### src/rtl/sdbt_pkg.sv
`timescale 1ns/1ps
package sdbt_pkg;

    typedef enum logic [1:0] {
        CMD_NOP   = 2'b00,
        CMD_READ  = 2'b01,
        CMD_WRITE = 2'b10,
        CMD_LOAD  = 2'b11
    } cmd_e;

    localparam int MODE_W     = 12;
    localparam int F_LEN_LO   = 0;   // 3-bit length code
    localparam int F_LAT_LO   = 4;   // 3-bit latency code
    localparam int F_OPM_LO   = 7;   // 2-bit operating mode
    localparam int F_WSINGLE  = 9;
    localparam int MAX_LEN_LOG = 3;  // longest burst is 8
    localparam int MAX_LAT    = 3;

    typedef struct packed {
        logic [1:0] len_log;   // log2 of burst length
        logic       lat3;      // 1: latency 3, 0: latency 2
        logic       wsingle;
        logic       op_err;
        logic       bl_err;
        logic       lat_err;
    } cfg_t;

    localparam cfg_t CFG_RESET = '{len_log: 2'd0, lat3: 1'b1, wsingle: 1'b0,
                                   op_err: 1'b0, bl_err: 1'b0, lat_err: 1'b0};

    function automatic logic len_code_ok(input logic [2:0] code);
        return !code[2];
    endfunction

    function automatic logic lat_code_ok(input logic [2:0] code);
        return (code == 3'd2) || (code == 3'd3);
    endfunction

endpackage

### src/rtl/sdbt_mode_reg.sv
`timescale 1ns/1ps
module sdbt_mode_reg
    import sdbt_pkg::*;
(
    input  logic              clk,
    input  logic              rst,
    input  logic              load,
    input  logic [MODE_W-1:0] word,
    output cfg_t              cfg
);
    logic [2:0] len_code;
    logic [2:0] lat_code;
    cfg_t       cfg_next;

    assign len_code = word[F_LEN_LO +: 3];
    assign lat_code = word[F_LAT_LO +: 3];

    always_comb begin
        cfg_next = cfg;
        if (load) begin
            cfg_next.bl_err  = !len_code_ok(len_code);
            cfg_next.len_log = len_code_ok(len_code) ? len_code[1:0] : 2'd0;
            cfg_next.lat_err = !lat_code_ok(lat_code);
            if (lat_code_ok(lat_code))
                cfg_next.lat3 = lat_code[0];
            cfg_next.wsingle = word[F_WSINGLE];
            cfg_next.op_err  = |word[F_OPM_LO +: 2];
        end
    end

    always_ff @(posedge clk) begin
        if (rst) cfg <= CFG_RESET;
        else     cfg <= cfg_next;
    end
endmodule

### src/rtl/sdbt_burst_seq.sv
`timescale 1ns/1ps
module sdbt_burst_seq
    import sdbt_pkg::*;
#(
    parameter int COL_W = 9
) (
    input  logic             clk,
    input  logic             rst,
    input  logic             start_rd,
    input  logic             start_wr,
    input  logic             kill,
    input  logic [1:0]       len_log,
    input  logic [COL_W-1:0] col_in,
    output logic [COL_W-1:0] col_addr,
    output logic             beat_rd,
    output logic             beat_wr
);
    localparam int CNT_W = MAX_LEN_LOG;

    logic             active_q, rd_q;
    logic [COL_W-1:0] base_q, off_q, mask_q, mask_new;
    logic [CNT_W-1:0] left_q, left_new;

    assign mask_new = (COL_W'(1) << len_log) - COL_W'(1);
    assign left_new = CNT_W'(((CNT_W+1)'(1) << len_log) - (CNT_W+1)'(1));

    always_ff @(posedge clk) begin
        if (rst) begin
            active_q <= 1'b0;
            rd_q     <= 1'b0;
            base_q   <= '0;
            off_q    <= '0;
            mask_q   <= '0;
            left_q   <= '0;
        end else if (kill) begin
            active_q <= 1'b0;
        end else if (start_rd || start_wr) begin
            active_q <= 1'b1;
            rd_q     <= start_rd;
            base_q   <= col_in & ~mask_new;
            off_q    <= col_in & mask_new;
            mask_q   <= mask_new;
            left_q   <= left_new;
        end else if (active_q) begin
            if (left_q == '0) begin
                active_q <= 1'b0;
            end else begin
                left_q <= left_q - CNT_W'(1);
                off_q  <= (off_q + COL_W'(1)) & mask_q;
            end
        end
    end

    assign col_addr = base_q | off_q;
    assign beat_rd  = active_q && rd_q;
    assign beat_wr  = active_q && !rd_q;
endmodule

### src/rtl/sdbt_read_pipe.sv
`timescale 1ns/1ps
module sdbt_read_pipe
    import sdbt_pkg::*;
#(
    parameter int DATA_W = 16
) (
    input  logic              clk,
    input  logic              rst,
    input  logic              beat_rd,
    input  logic [DATA_W-1:0] rdata,
    input  logic [1:0]        lat,
    output logic              rd_valid,
    output logic [DATA_W-1:0] rd_data,
    output logic              rd_oe
);
    localparam int VW = MAX_LAT + 1;
    localparam int VI = $clog2(VW + 1);
    localparam int DI = $clog2(MAX_LAT + 1);

    logic [VW:1]                  v_q;
    logic [MAX_LAT:1][DATA_W-1:0] d_q;
    logic [VI-1:0]                vi;
    logic [DI-1:0]                di;

    always_ff @(posedge clk) begin
        if (rst) begin
            v_q <= '0;
            d_q <= '0;
        end else begin
            v_q    <= {v_q[VW-1:1], beat_rd};
            d_q[1] <= rdata;
            for (int k = 2; k <= MAX_LAT; k++)
                d_q[k] <= d_q[k-1];
        end
    end

    assign vi       = VI'(lat);
    assign di       = DI'(lat);
    assign rd_valid = v_q[vi];
    assign rd_data  = d_q[di];
    // enable spans one stage ahead of the data and one stage behind it
    assign rd_oe    = v_q[vi - VI'(1)] | v_q[vi] | v_q[vi + VI'(1)];
endmodule

### src/rtl/sdram_burst_timer.sv
`timescale 1ns/1ps
module sdram_burst_timer
    import sdbt_pkg::*;
#(
    parameter int COL_W  = 9,
    parameter int DATA_W = 16
) (
    input  logic              clk,
    input  logic              rst,
    input  logic [1:0]        cmd,
    input  logic [11:0]       mode_word,
    input  logic [COL_W-1:0]  start_col,
    input  logic [DATA_W-1:0] arr_rdata,
    output logic [COL_W-1:0]  col_addr,
    output logic              wr_stb,
    output logic              rd_oe,
    output logic              rd_valid,
    output logic [DATA_W-1:0] rd_data,
    output logic              bl_err,
    output logic              lat_err,
    output logic              op_err
);
    cmd_e       cmd_t;
    cfg_t       cfg;
    logic       start_rd, start_wr, beat_rd;
    logic [1:0] len_log;
    logic [1:0] lat;

    assign cmd_t = cmd_e'(cmd);

    sdbt_mode_reg u_mode (
        .clk  (clk),
        .rst  (rst),
        .load (cmd_t == CMD_LOAD),
        .word (mode_word),
        .cfg  (cfg)
    );

    assign start_rd = (cmd_t == CMD_READ)  && !cfg.op_err;
    assign start_wr = (cmd_t == CMD_WRITE) && !cfg.op_err;
    assign len_log  = (start_wr && cfg.wsingle) ? 2'd0 : cfg.len_log;
    assign lat      = cfg.lat3 ? 2'd3 : 2'd2;

    sdbt_burst_seq #(.COL_W(COL_W)) u_seq (
        .clk      (clk),
        .rst      (rst),
        .start_rd (start_rd),
        .start_wr (start_wr),
        .kill     (cfg.op_err),
        .len_log  (len_log),
        .col_in   (start_col),
        .col_addr (col_addr),
        .beat_rd  (beat_rd),
        .beat_wr  (wr_stb)
    );

    sdbt_read_pipe #(.DATA_W(DATA_W)) u_pipe (
        .clk      (clk),
        .rst      (rst),
        .beat_rd  (beat_rd),
        .rdata    (arr_rdata),
        .lat      (lat),
        .rd_valid (rd_valid),
        .rd_data  (rd_data),
        .rd_oe    (rd_oe)
    );

    assign bl_err  = cfg.bl_err;
    assign lat_err = cfg.lat_err;
    assign op_err  = cfg.op_err;
endmodule

### config.mk
export PLATFORM = sky130hd
export DESIGN_NAME = sdram_burst_timer
export DESIGN_NICKNAME = d
export VERILOG_FILES = /design/src/rtl/sdbt_pkg.sv /design/src/rtl/sdbt_mode_reg.sv /design/src/rtl/sdbt_burst_seq.sv /design/src/rtl/sdbt_read_pipe.sv /design/src/rtl/sdram_burst_timer.sv
export SDC_FILE = /design/constraint.sdc
export NUM_CORES = 1
export LEC_CHECK = 0
export BUFFER_PORTS_ARGS = -buffer_cell sky130_fd_sc_hd__buf_2
export CORE_ASPECT_RATIO = 0.75
export CORE_MARGIN = 4
export CORE_UTILIZATION = 30
export DETAILED_ROUTE_END_ITERATION = 6
export RECOVER_POWER = 25
export SLEW_MARGIN = 20
export SYNTH_ARGS = -nofsm -noshare
export SYNTH_HDL_FRONTEND = slang
export SYNTH_HIERARCHICAL = 1
export SYNTH_SLANG_ARGS = --single-unit
### constraint.sdc
create_clock -name clk -period 4.9 [get_ports clk]
set_input_delay 0.245 -clock clk [delete_from_list [all_inputs] [get_ports clk]]
set_output_delay 0.245 -clock clk [all_outputs]
set_load 0.02 [all_outputs]
==> results.cfg <==
[status]
status = finished clean

[layout]
drive_above_1_share_pct = 22.4
regArea_um2 = 1780
fillers = 1219
final_nets = 516
multiInputGateArea_um2 = 1800
diodes = 0
area_growth_pct = 20.6
final_area_um2 = 4500
layout_commonest_cell = dfxtp_1
layout_common_cells = dfxtp_1, buf_2, nor2b_1, nand2_1, a21oi_1

[floorplanning]
num_rows = 34
die_y_um = 105
fp.coreArea_um2 = 11900
die-area_um2 = 14300
start_util_pct = 31.5
num_io_pins = 72
dieWidth_um = 137

[worst_setup_path]
worstSetupPathType = flop to flop
required_ps = 5170
cp_data_arrival_time_ps = 2880
critPathCaptureType = flop
cp-start-kind = flop
critPathMaxFanout = 18

[sta]
fmax_mhz = 382
relSlewSlack_pct = 13.0
timing.final.crit_share_pct = 53.4
tightest_slew_ps = 1310
tns_ps = 0
rsz0062_at_grt = false
setup-violations-final = 0
fin_crit_ps = 2610
timing.final.hold_violations = 0
skew_ps = 7.91
drv_slew = 0

[clocking]
postCtsSetupRepairBufs = 0
cts.clk_slew.worst_paths_ps = 70
clk_latency_ps = 340
cts_hold_buf = 0
htree_levels = 3
postCtsResizedCells = 0
cts_root_buf = clkbuf_16
clock_path_buffers = 2
cts.sinks = 89
cts_buffers = 9
cts_tree = done

[flow_run]
cap_violations = 0

[grt]
grt.overflow.total = 0
grt_pass1_vias = 2962
grt_pass1_wl_mm = 14.6
grt_antenna_before_repair = 0
grt_max_degree = 35
grt.total_usage_pct = 12.7

[routing]
drtPass1Iterations = 4
ant_nets = 0
viasPerCell = 4.70
drt-initial-drc-count = 209
wl_mm = 8.80
wl_per_cell_um = 13.9
drc = 0
dr_total_vias = 2985

[pwr]
leakagePower_nw = 1.93
power_density_nw_per_um2 = 366
ir_drop_mv = 0.154

[placement]
dp_hpwl_mm = 6.06
dpl_cell_area_um2 = 4210
place_congestion = 0.832
io_buffers = 68

[yosys]
synth-edff-count = 0
async_reset_ff_share_pct = 0
seq_area_frac_synth_pct = 47.7
syn_area_um2 = 3730
ys_seq_elements = 89
synth_cell_type_count = 50
ys.flop_type = dfxtp_1
syn-instance-count = 405
yosys_warnings = 6
synth.avg_cell_area_um2 = 9.22

[min_path]
min_path_type = primary input to flop
[worst paths after layout]
| path | slack [ps] | startpoint | depth (start not counted) | to |
|---|---|---|---|---|
| setup / recovery | 2290 | u_mode/cfg[2] | 6 | u_seq/left_q[0] |
| hold / removal | 110 | arr_rdata[5] | 2 | u_pipe/d_q[5] |
| hold reg to reg | 450 | u_seq/base_q[3] | 2 | u_seq/base_q[3] |
| setup reg to reg | 2290 | u_mode/cfg[2] | 6 | u_seq/left_q[0] |
[flip-flops by register name, indices dropped and copies added (netlist names)]
register,count
u_seq/off_q,9
u_pipe/d_q,48
u_seq/active_q,1
u_seq/mask_q,7
u_seq/base_q,9
u_pipe/v_q,4
u_mode/cfg,7
u_seq/left_q,3
u_seq/rd_q,1
[kinds of logic after synthesis]
family | count (synthesis) | share of synthesized area (%)
adders and majority gates | 7 | 2.35
and+or+nand+nor | 173 | 25.4
buffers and inverters | 34 | 4.22
AOI/OAI and AO/OA | 76 | 13.5
DFF | 89 | 47.7
other | 1 | 0.100
muxes | 24 | 6.47
xor gates and xnor gates | 1 | 0.235
[Yosys cell counts, types with 8 or more instances]
master    number  share of area, %
nand2_1       40               4.0
or2_2         10               1.7
nor2_1        23               2.3
mux2i_1       23               6.2
nand3_1       10               1.3
clkbuf_1      15               1.5
a21oi_1       25               3.4
o21ai_0       17               2.3
nor2b_1       56               9.4
nor3b_1        8               1.6
inv_1          9              0.90
dfxtp_1       89                48
[critical path, stage by stage, from the launching register on]
cell     delay, ps
dfxtp_1        500
nor3b_1        590
nor2_1         100
buf_4          220
nor2_1         760
nand2_1        200
a31oi_1        170
[power breakdown]
| group | internal [mW] | switching, mW | total, mW |
|---|---|---|---|
| logic | 0.0804 | 0.118 | 0.198 |
| clock network | 0.361 | 0.312 | 0.672 |
| registers | 0.757 | 0.0214 | 0.778 |
| total | 1.20 | 0.451 | 1.65 |
[stage by stage]
step / power (mW) / std cells / util (%) / setup WS [ps] / hold slack (ps)
3_5_place_dp: 0.994 / 619 / 35.5 / 2280 / 444
5_1_grt: 1.74 / 635 / 37.9 / 1930 / 124
2_1_floorplan: 0.929 / 407 / - / 2920 / 317
3_3_place_gp: 0.989 / 619 / 35.5 / 2230 / 435
6_report: 1.65 / 635 / 37.9 / 2290 / 114
4_1_cts: 1.68 / 635 / 38.0 / 2250 / 97.7
[layout make-up]
type / instances / area share (%)
Sequential cell: 89 / 39.6
Multi-Input combinational cell: 284 / 40.0
Inverter: 10 / 0.834
Clock buffer: 9 / 5.00
Tap cell: 162 / 4.50
Clock inverter: 7 / 1.64
Timing Repair Buffer: 74 / 8.45
[per-layer routing]
layer / vias up / GRT usage, % / wire, µm
met5: - / 0 / 0
met4: 0 / 3.13 / 34
met3: 4 / 3.94 / 511
met2: 73 / 19.5 / 3990
met1: 1396 / 17.6 / 4270
li1: 1512 / - / -
No activity file was read; power rests on OpenSTA's default activity.
